File: src/rtl/arb_pkg.sv
package arb_pkg;

  typedef enum logic [1:0] {
    PARK_NONE  = 2'd0,
    PARK_LAST  = 2'd1,
    PARK_FIXED = 2'd2,
    PARK_RSVD  = 2'd3
  } parkMode_e;

  typedef struct packed {
    logic loadBusy;
    logic loadPark;
    logic clear;
    logic incCnt;
  } arbStrobe_t;

endpackage

File: src/rtl/arb_ctrl.sv
module arb_ctrl
  import arb_pkg::*;
#(
  parameter int NUM_MASTERS = 5,
  parameter int SLOT_W = 8,
  localparam int IDX_W = (NUM_MASTERS > 1) ? $clog2(NUM_MASTERS) : 1
) (
  input  logic [NUM_MASTERS-1:0] req,
  input  logic [NUM_MASTERS-1:0] burst,
  input  logic [1:0]             cfgMode,
  input  logic [IDX_W-1:0]       cfgFixedIdx,
  input  logic [SLOT_W-1:0]      cfgSlotLimit,
  input  logic [IDX_W-1:0]       curIdx,
  input  logic                   busy,
  input  logic [IDX_W-1:0]       ptr,
  input  logic [IDX_W-1:0]       lastIdx,
  input  logic [SLOT_W-1:0]      cnt,
  output arbStrobe_t             strb,
  output logic [IDX_W-1:0]       nextIdx
);

  logic             anyReq;
  logic [IDX_W-1:0] rrIdx;
  logic             curReq;
  logic             curBurst;
  logic [SLOT_W:0]  usedNow;
  logic             expire;
  logic             holding;
  logic             fixedOk;

  // rotating scan: lowest offset from ptr wins, so iterate downward
  always_comb begin
    anyReq = 1'b0;
    rrIdx  = '0;
    for (int off = NUM_MASTERS - 1; off >= 0; off--) begin
      int c;
      c = int'(ptr) + off;
      if (c >= NUM_MASTERS) c = c - NUM_MASTERS;
      if (req[c]) begin
        anyReq = 1'b1;
        rrIdx  = IDX_W'(c);
      end
    end
  end

  assign curReq   = req[curIdx];
  assign curBurst = burst[curIdx];
  assign usedNow  = {1'b0, cnt} + 1'b1;
  assign expire   = busy && (cfgSlotLimit != '0) && (usedNow >= {1'b0, cfgSlotLimit});
  assign holding  = busy && curReq && curBurst && !expire;
  assign fixedOk  = int'(cfgFixedIdx) < NUM_MASTERS;

  always_comb begin
    strb    = '0;
    nextIdx = curIdx;
    if (holding) begin
      strb.incCnt = 1'b1;
    end else if (anyReq) begin
      strb.loadBusy = 1'b1;
      nextIdx       = rrIdx;
    end else begin
      case (parkMode_e'(cfgMode))
        PARK_LAST: begin
          strb.loadPark = 1'b1;
          nextIdx       = lastIdx;
        end
        PARK_FIXED: begin
          if (fixedOk) begin
            strb.loadPark = 1'b1;
            nextIdx       = cfgFixedIdx;
          end else begin
            strb.clear = 1'b1;
          end
        end
        default: strb.clear = 1'b1;
      endcase
    end
  end

endmodule

File: src/rtl/arb_datapath.sv
module arb_datapath
  import arb_pkg::*;
#(
  parameter int NUM_MASTERS = 5,
  parameter int SLOT_W = 8,
  localparam int IDX_W = (NUM_MASTERS > 1) ? $clog2(NUM_MASTERS) : 1
) (
  input  logic                   clk,
  input  logic                   rstN,
  input  arbStrobe_t             strb,
  input  logic [IDX_W-1:0]       nextIdx,
  output logic [IDX_W-1:0]       curIdx,
  output logic                   busy,
  output logic [IDX_W-1:0]       ptr,
  output logic [IDX_W-1:0]       lastIdx,
  output logic [SLOT_W-1:0]      cnt,
  output logic [NUM_MASTERS-1:0] grant
);

  localparam logic [IDX_W-1:0] LAST_IDX = IDX_W'(NUM_MASTERS - 1);

  logic grantOn;

  always_ff @(posedge clk or negedge rstN) begin
    if (!rstN) begin
      curIdx  <= '0;
      grantOn <= 1'b0;
      busy    <= 1'b0;
      ptr     <= '0;
      lastIdx <= '0;
      cnt     <= '0;
    end else begin
      if (strb.loadBusy) begin
        curIdx  <= nextIdx;
        grantOn <= 1'b1;
        busy    <= 1'b1;
        cnt     <= '0;
        lastIdx <= nextIdx;
        ptr     <= (nextIdx == LAST_IDX) ? '0 : nextIdx + 1'b1;
      end else if (strb.loadPark) begin
        curIdx  <= nextIdx;
        grantOn <= 1'b1;
        busy    <= 1'b0;
      end else if (strb.clear) begin
        grantOn <= 1'b0;
        busy    <= 1'b0;
      end else if (strb.incCnt) begin
        if (cnt != '1) cnt <= cnt + 1'b1;
      end
    end
  end

  for (genvar i = 0; i < NUM_MASTERS; i++) begin : g_grant
    assign grant[i] = grantOn && (curIdx == IDX_W'(i));
  end

endmodule

File: src/rtl/slot_arbiter.sv
module slot_arbiter
  import arb_pkg::*;
#(
  parameter int NUM_MASTERS = 5,
  parameter int SLOT_W = 8,
  localparam int IDX_W = (NUM_MASTERS > 1) ? $clog2(NUM_MASTERS) : 1
) (
  input  logic                   clk,
  input  logic                   rstN,
  input  logic [NUM_MASTERS-1:0] req,
  input  logic [NUM_MASTERS-1:0] burst,
  input  logic [1:0]             cfgMode,
  input  logic [IDX_W-1:0]       cfgFixedIdx,
  input  logic [SLOT_W-1:0]      cfgSlotLimit,
  output logic [NUM_MASTERS-1:0] grant
);

  arbStrobe_t       strb;
  logic [IDX_W-1:0] nextIdx;
  logic [IDX_W-1:0] curIdx;
  logic             busyQ;
  logic [IDX_W-1:0] ptr;
  logic [IDX_W-1:0] lastIdx;
  logic [SLOT_W-1:0] cnt;

  arb_ctrl #(.NUM_MASTERS(NUM_MASTERS), .SLOT_W(SLOT_W)) i_ctrl (
    .req(req), .burst(burst), .cfgMode(cfgMode), .cfgFixedIdx(cfgFixedIdx),
    .cfgSlotLimit(cfgSlotLimit), .curIdx(curIdx), .busy(busyQ), .ptr(ptr),
    .lastIdx(lastIdx), .cnt(cnt), .strb(strb), .nextIdx(nextIdx)
  );

  arb_datapath #(.NUM_MASTERS(NUM_MASTERS), .SLOT_W(SLOT_W)) i_dp (
    .clk(clk), .rstN(rstN), .strb(strb), .nextIdx(nextIdx), .curIdx(curIdx),
    .busy(busyQ), .ptr(ptr), .lastIdx(lastIdx), .cnt(cnt), .grant(grant)
  );

endmodule

File: config.mk
export PLATFORM = sky130hd
export DESIGN_NAME = slot_arbiter
export DESIGN_NICKNAME = d
export VERILOG_FILES = /design/src/rtl/arb_pkg.sv /design/src/rtl/arb_ctrl.sv /design/src/rtl/arb_datapath.sv /design/src/rtl/slot_arbiter.sv
export SDC_FILE = /design/constraint.sdc
export NUM_CORES = 1
export LEC_CHECK = 0
export BUFFER_PORTS_ARGS = -buffer_cell sky130_fd_sc_hd__buf_2
export CAP_MARGIN = 20
export CORE_MARGIN = 3
export CORE_UTILIZATION = 51
export CTS_BUF_LIST = sky130_fd_sc_hd__clkbuf_16
export CTS_CLUSTER_SIZE = 8
export DETAILED_ROUTE_END_ITERATION = 16
export PLACE_DENSITY = 0.8
export SETUP_SLACK_MARGIN = 0.1
export SYNTH_ARGS = -nofsm -noshare
export SYNTH_HDL_FRONTEND = slang
export SYNTH_SLANG_ARGS = --single-unit
File: constraint.sdc
create_clock -name clk -period 5.63 [get_ports clk]
set_input_delay 0.2815 -clock clk [delete_from_list [all_inputs] [get_ports clk]]
set_output_delay 0.2815 -clock clk [all_outputs]
set_load 0.01 [all_outputs]
=== Word level (Yosys, flattened, before mapping) ===
Cells that the tools add are included.

* Flip-flop bits (word level): 19
* Logic and storage cells: 118
* Input bits: 25

* Reductions and logical operators: 18
* $add $sub $neg: 12
* Mux-type cells: 59
* Magnitude comparators: 13
* Equality and inequality tests: 10

{| class="wikitable"
|+ Operators by type and width
! kind !! number
|-
| < comparator 32 x 5 -> 1 bit (second input constant) || 5
|-
| two-way mux 32 bit || 5
|-
| >= comparator 32 x 4 -> 1 bit (second input constant) || 4
|-
| subtractor 32 x 4 -> 32 bit (second input constant) || 4
|-
| two-way mux 8 bit || 5
|-
| two-way mux 3 bit || 12
|-
| two-way mux 1 bit || 26
|-
| binary-select mux 1 bit (select 3 bit) || 7
|-
| logical AND 1 bit || 10
|-
| adder 8 x 1 -> 9 bit (second input constant) || 1
|-
| >= comparator 9 x 8 -> 1 bit || 1
|-
| adder 3 x 2 -> 4 bit (second input constant) || 2
|-
| adder 8 x 1 -> 8 bit (second input constant) || 1
|-
| != test 8 bit (second input constant) || 1
|-
| nonzero test 8 bit || 1
|-
| equality test 3 x 2 -> 1 bit (second input constant) || 2
|-
| equality test 3 bit (second input constant) || 2
|-
| one-hot mux 3 bit (2 select lines) || 1
|-
| nonzero test 2 bit || 3
|-
| adder 3 x 1 -> 4 bit (second input constant) || 1
|-
| adder 3 x 3 -> 4 bit (second input constant) || 1
|-
| < comparator 3 x 4 -> 1 bit (second input constant) || 1
|-
| != test 2 x 1 -> 1 bit (second input constant) || 2
|-
| one-hot mux 1 bit (2 select lines) || 2
|-
| 12 further kinds || 12
|}

=== Depth between registers and ports, before layout ===
* Depth in word-level cells: 16
* Gate-level depth with buffers: 18
* Mapped depth without buffers: 16

=== Cells and area by module ===
Synthesis repeated with hierarchy kept, for this count alone.

* Cell total of the unflattened synthesis: 341
* Area, all modules: 2737.6 µm²

{| class="wikitable"
|+ Modules (own cells, without submodules)
! module !! sequential area each (µm²) !! cells an instance !! area each (µm²) !! instances
|-
| arb_ctrl || 0.0 || 251 || 1810.5 || 1
|-
| arb_datapath || 475.5 || 90 || 927.1 || 1
|}

=== Worst setup path after synthesis ===
OpenSTA, ideal clock, no wires.

* Kind: reg-to-reg
* From: register i_dp.ptr[0]
* To: register i_dp.ptr[2]
* Arrival time: 4.699 ns
* Path slack: 0.851 ns
* Path buffers: 2
* Stages on the path, launching flop included: 18
* Cells stage by stage: dfrtp_1 -> buf_2 -> inv_2 -> ha_1 -> inv_1 -> fa_1 -> a21oi_2 -> mux2i_1 -> mux4_2 -> a21bo_1 -> or4_4 -> buf_6 -> or4_4 -> o211a_1 -> ha_1 -> or3_1 -> o211a_1 -> a2bb2oi_1

* Cells in the longest elaborated chain, start to end: 15
* Elaborated cells on any way between the ends: 51
* Those cells by class: add/sub (10); order compare (5); eq/ne (1); mux (35)

{| class="wikitable"
|+ Ends and longest elaborated chain
! item !! line !! text
|-
| start: declaration || arb_datapath.sv:14 || <nowiki>output logic [IDX_W-1:0] ptr,</nowiki>
|-
| start signal: assignment || arb_datapath.sv:39 || <nowiki>ptr <= (nextIdx == LAST_IDX) ? '0 : nextIdx + 1'b1;</nowiki>
|-
| adder 3 x 3 -> 4 bit || arb_ctrl.sv:37 || <nowiki>c = int'(ptr) + off;</nowiki>
|-
| subtractor 32 x 4 -> 32 bit / >= comparator 32 x 4 -> 1 bit (equally long branches) || arb_ctrl.sv:38 || <nowiki>if (c >= NUM_MASTERS) c = c - NUM_MASTERS;</nowiki>
|-
| two-way mux 32 bit || arb_ctrl.sv:38 ||
|-
| binary-select mux 1 bit (select 3 bit) || arb_ctrl.sv:39 || <nowiki>if (req[c]) begin</nowiki>
|-
| two-way mux 1 bit (implied by the code) (2 in a row) || arb_ctrl.sv:39 ||
|-
| two-way mux 3 bit / two-way mux 1 bit (equally long branches) (5 in a row) || arb_ctrl.sv:39 ||
|-
| two-way mux 3 bit || arb_ctrl.sv:58 || <nowiki>end else if (anyReq) begin</nowiki>
|-
| two-way mux 3 bit || arb_ctrl.sv:56 || <nowiki>if (holding) begin</nowiki>
|-
| adder 3 x 1 -> 3 bit / equality test 3 bit (equally long branches) || arb_datapath.sv:39 ||
|-
| two-way mux 3 bit || arb_datapath.sv:39 ||
|}

Parallel ways exist; a longest one is shown, timed or not. The select of a mux whose other input is x is not followed.
A chain may end at the register's enable or synchronous reset.

=== Worst setup path after layout ===
Same ends and word-level chain as after synthesis.

==> flow_metrics.env <==
export IMPL_path_depth=15
export IMPL_grt_overflow_total=0
export IMPL_drtAntennaViolNets=0
export IMPL_grt_max_degree=22
export IMPL_cts_root_buf="clkbuf_16"
export IMPL_fp_row_count=24
export IMPL_cp_end_kind="register"
export IMPL_num_io_pins=30
export IMPL_clock_skew_ns=0.003494
export IMPL_path_cells="inv_2 -> ha_1 -> inv_1 -> fa_1 -> a21oi_2 -> mux2i_1 -> mux4_2 -> a21bo_1 -> or4_4 -> or4_4 -> o211a_1 -> ha_1 -> or3_1 -> o211a_1 -> a2bb2oi_1"
export IMPL_cts_max_path_buffers=2
export IMPL_hold_viol=0
export IMPL_post_route_cell_area_sq_um=2728
export IMPL_grt_pass1_vias=2235
export IMPL_relSlewSlack_pct=33.69
export IMPL_areaGrowthSynthToFinish_pct=10.94
export IMPL_path_class="reg2reg"
export IMPL_n_antenna_cell=0
export IMPL_placed_cell_area_sq_um=2639
export IMPL_drv_slew=0
export IMPL_cts_reportedPaths_clkPinSlew_ns=0.05
export IMPL_post_drt_wl_per_cell_microns=16.29
export IMPL_worstMarginPinSlew_ns=0.9922
export IMPL_post_cts_buffers=0
export IMPL_synthArstFlopShare_pct=100.0
export IMPL_start_kind="register"
export IMPL_critPathRequiredTime_ns=5.81
export IMPL_clk_latency_ns=0.25
export IMPL_synthFlopType="dfrtp_1"
export IMPL_ys_types=66
export IMPL_first_pass_iters=4
export IMPL_path_delay_family="simple AND/OR/NAND/NOR gates"
export IMPL_max_freq_ghz=0.2087
export IMPL_totalWireLength_mm=6.222
export IMPL_htreeDepth=1
export IMPL_min_path_type="in2async"
export IMPL_seqCellArea_sq_um=475.5
export IMPL_drive_gt1_share_pct=14.24
export IMPL_rr_endpoint="i_dp.ptr[2]$_DFFE_PN0P_"
export IMPL_synth_cells=303
export IMPL_start_util_pct=54.58
export IMPL_drt_iter0_markers=188
export IMPL_die_h_microns=75.43
export IMPL_rsz0062_at_grt="false"
export IMPL_seq_area_frac_synth_pct=19.34
export IMPL_dieArea_sq_um=5690
export IMPL_syn_num_nets=351
export IMPL_setup_worst_path_end="i_dp.ptr[2]$_DFFE_PN0P_"
export IMPL_nets=379
export IMPL_crit_start="i_dp.ptr[0]$_DFFE_PN0P_"
export IMPL_drc=0
export IMPL_avgSynthCellArea_sq_um=8.114
export IMPL_place_congestion=0.8952
export IMPL_holdWs_ns=0.5037
export IMPL_cap_viol_max_count=0
export IMPL_crit_arrival_ns=4.97
export IMPL_ys_ff_latch=19
export IMPL_critical_path_max_stage_delay_ns=0.60
export IMPL_setup_violations=0
export IMPL_fill_cells=405
export IMPL_hpwl_mm=4.832
export IMPL_synth_edf_count=0
export IMPL_worst_path_buf_inv=2
export IMPL_period_share_pct=85.10
export IMPL_finalCriticalPeriod_ns=4.791
export IMPL_cts_resized=0
export IMPL_multiInputGateArea_sq_um=1852
export IMPL_r2r_setup_slack_ns=0.84
export IMPL_grt_total_usage_pct=23.17
export IMPL_numCtsBuffers=3
export IMPL_viasPerCell=6.516
export IMPL_cts_hold_buffers_added=1
export IMPL_ff2ff_path_depth=15
export IMPL_grt_pass1_wl_mm=10.44
export IMPL_stdcell_count=382
export IMPL_syn_area_sq_um=2459
export IMPL_io_buffer_count=29
export IMPL_critical_path_max_fanout=9
export IMPL_coreArea_sq_um=4504
export IMPL_numPlacedInstances=377
export IMPL_cts_num_sinks=19
export IMPL_antenna_found_initial=0
export IMPL_dieWidth_microns=75.43
export IMPL_dr_total_vias=2489
export IMPL_ys_warn_count=0
export IMPL_setup_tns_ns=0
export IMPL_tritoncts="done"
export IMPL_outcome="finished clean"
export IMPL_critPathSlowestCell="or4_4"
export IMPL_r2r_start="i_dp.ptr[0]$_DFFE_PN0P_"
per-stage QoR:
stage | setup WS (ns) | util, %
6_report | 0.8389 | 60.56
5_1_grt | 0.5739 | 60.56
3_5_place_dp | 0.8510 | 58.58
2_1_floorplan | 0.8513 | -
3_3_place_gp | 0.9818 | 58.58
4_1_cts | 0.8355 | 60.56
cells by family after synthesis:
logic type	count (synthesis)	synth area share [%]
compound gates	115	34.50
xor+xnor	7	2.494
fa+ha+maj	23	12.01
buf+inv	32	5.343
flops	19	19.34
mux	11	5.089
simple gates	96	21.22
registers in the layout, summed over array words and instances (netlist names):
| name | flops |
|---|---|
| i_dp.busy | 1 |
| i_dp.cnt | 8 |
| i_dp.curIdx | 3 |
| i_dp.grantOn | 1 |
| i_dp.lastIdx | 3 |
| i_dp.ptr | 3 |
cells in the final DEF (no fill, tap or decap), types with 3 or more instances in the layout:
master,netlist,layout
a211oi_1,4,4
a21boi_0,3,3
a21o_1,10,10
a21oi_1,22,22
a22o_1,4,4
a22oi_1,3,3
a41oi_1,3,3
and3_1,7,7
buf_2,3,29
clkbuf_16,0,3
dfrtp_1,19,19
ha_1,22,22
inv_1,22,23
mux2i_1,8,8
nand2_1,18,18
nand2b_1,13,13
nand3_1,13,13
nor2_1,16,16
nor2b_1,3,3
nor3_1,5,5
nor4_1,4,4
o2111ai_1,4,4
o211a_1,4,4
o211ai_1,10,10
o21a_1,3,3
o21ai_0,12,12
o31ai_1,6,6
or4_1,3,3
xnor2_1,6,6
cells in the mapped netlist (2+ instances only):
| master | n | area share [%] |
|---|---|---|
| a21oi_1 | 22 | 4.5 |
| ha_1 | 22 | 11 |
| inv_1 | 22 | 3.4 |
| dfrtp_1 | 19 | 19 |
| nand2_1 | 18 | 2.7 |
| nor2_1 | 16 | 2.4 |
| nand2b_1 | 13 | 3.3 |
| nand3_1 | 13 | 2.6 |
| o21ai_0 | 12 | 2.4 |
| a21o_1 | 10 | 3.1 |
| o211ai_1 | 10 | 3.1 |
| mux2i_1 | 8 | 3.3 |
| and3_1 | 7 | 1.8 |
| o31ai_1 | 6 | 1.8 |
| xnor2_1 | 6 | 2.1 |
| clkbuf_1 | 5 | 0.76 |
| nor3_1 | 5 | 1.0 |
| a211oi_1 | 4 | 1.2 |
| a22o_1 | 4 | 1.4 |
| nor4_1 | 4 | 1.0 |
| o2111ai_1 | 4 | 1.4 |
| o211a_1 | 4 | 1.6 |
| a21boi_0 | 3 | 0.92 |
| a22oi_1 | 3 | 0.92 |
| a41oi_1 | 3 | 1.1 |
| buf_2 | 3 | 0.61 |
| nor2b_1 | 3 | 0.76 |
| o21a_1 | 3 | 0.92 |
| or4_1 | 3 | 0.92 |
| a21oi_2 | 2 | 0.71 |
| a2bb2oi_1 | 2 | 0.71 |
| a31oi_1 | 2 | 0.51 |
| mux2_2 | 2 | 0.92 |
| nand4_1 | 2 | 0.51 |
| o21bai_1 | 2 | 0.61 |
| o22ai_1 | 2 | 0.51 |
| o311ai_0 | 2 | 0.71 |
| o32a_1 | 2 | 0.81 |
| or3_1 | 2 | 0.51 |
| or4_4 | 2 | 0.92 |
cell type report:
type,count,area share [%]
Clock buffer,3,2.752
Clock inverter,1,0.1376
Inverter,23,3.165
Multi-Input combinational cell,252,67.89
Sequential cell,19,17.43
Tap cell,52,2.385
Timing Repair Buffer,32,6.239
metal layers:
metal | up-vias | wire [microns] | global-route usage (%)
met5 | - | 0 | 0
met1 | 1172 | 2744 | 32.60
met2 | 90 | 3015 | 38.64
met3 | 5 | 423 | 2.243
li1 | 1222 | - | -
met4 | 0 | 38 | 5.049
worst min-delay path by stage:
| stage | cells past startpoint | slack, ns | end | startpoint |
|---|---|---|---|---|
| after floorplan | 0 | -0.01 | i_dp.busy$_DFFE_PN0P_ | rstN |
| after global placement | 1 | 0.24 | i_dp.lastIdx[1]$_DFFE_PN0P_ | rstN |
| after detailed placement | 1 | 0.24 | i_dp.lastIdx[1]$_DFFE_PN0P_ | rstN |
| after CTS | 2 | 0.51 | i_dp.lastIdx[1]$_DFFE_PN0P_ | rstN |
| after global routing | 1 | 0.55 | i_dp.grantOn$_DFFE_PN0P_ | i_dp.grantOn$_DFFE_PN0P_ |
| final | 2 | 0.50 | i_dp.lastIdx[1]$_DFFE_PN0P_ | rstN |
Power is not shown: default switching activity piles up to over one toggle a cycle in this logic, so the estimate is an artifact.
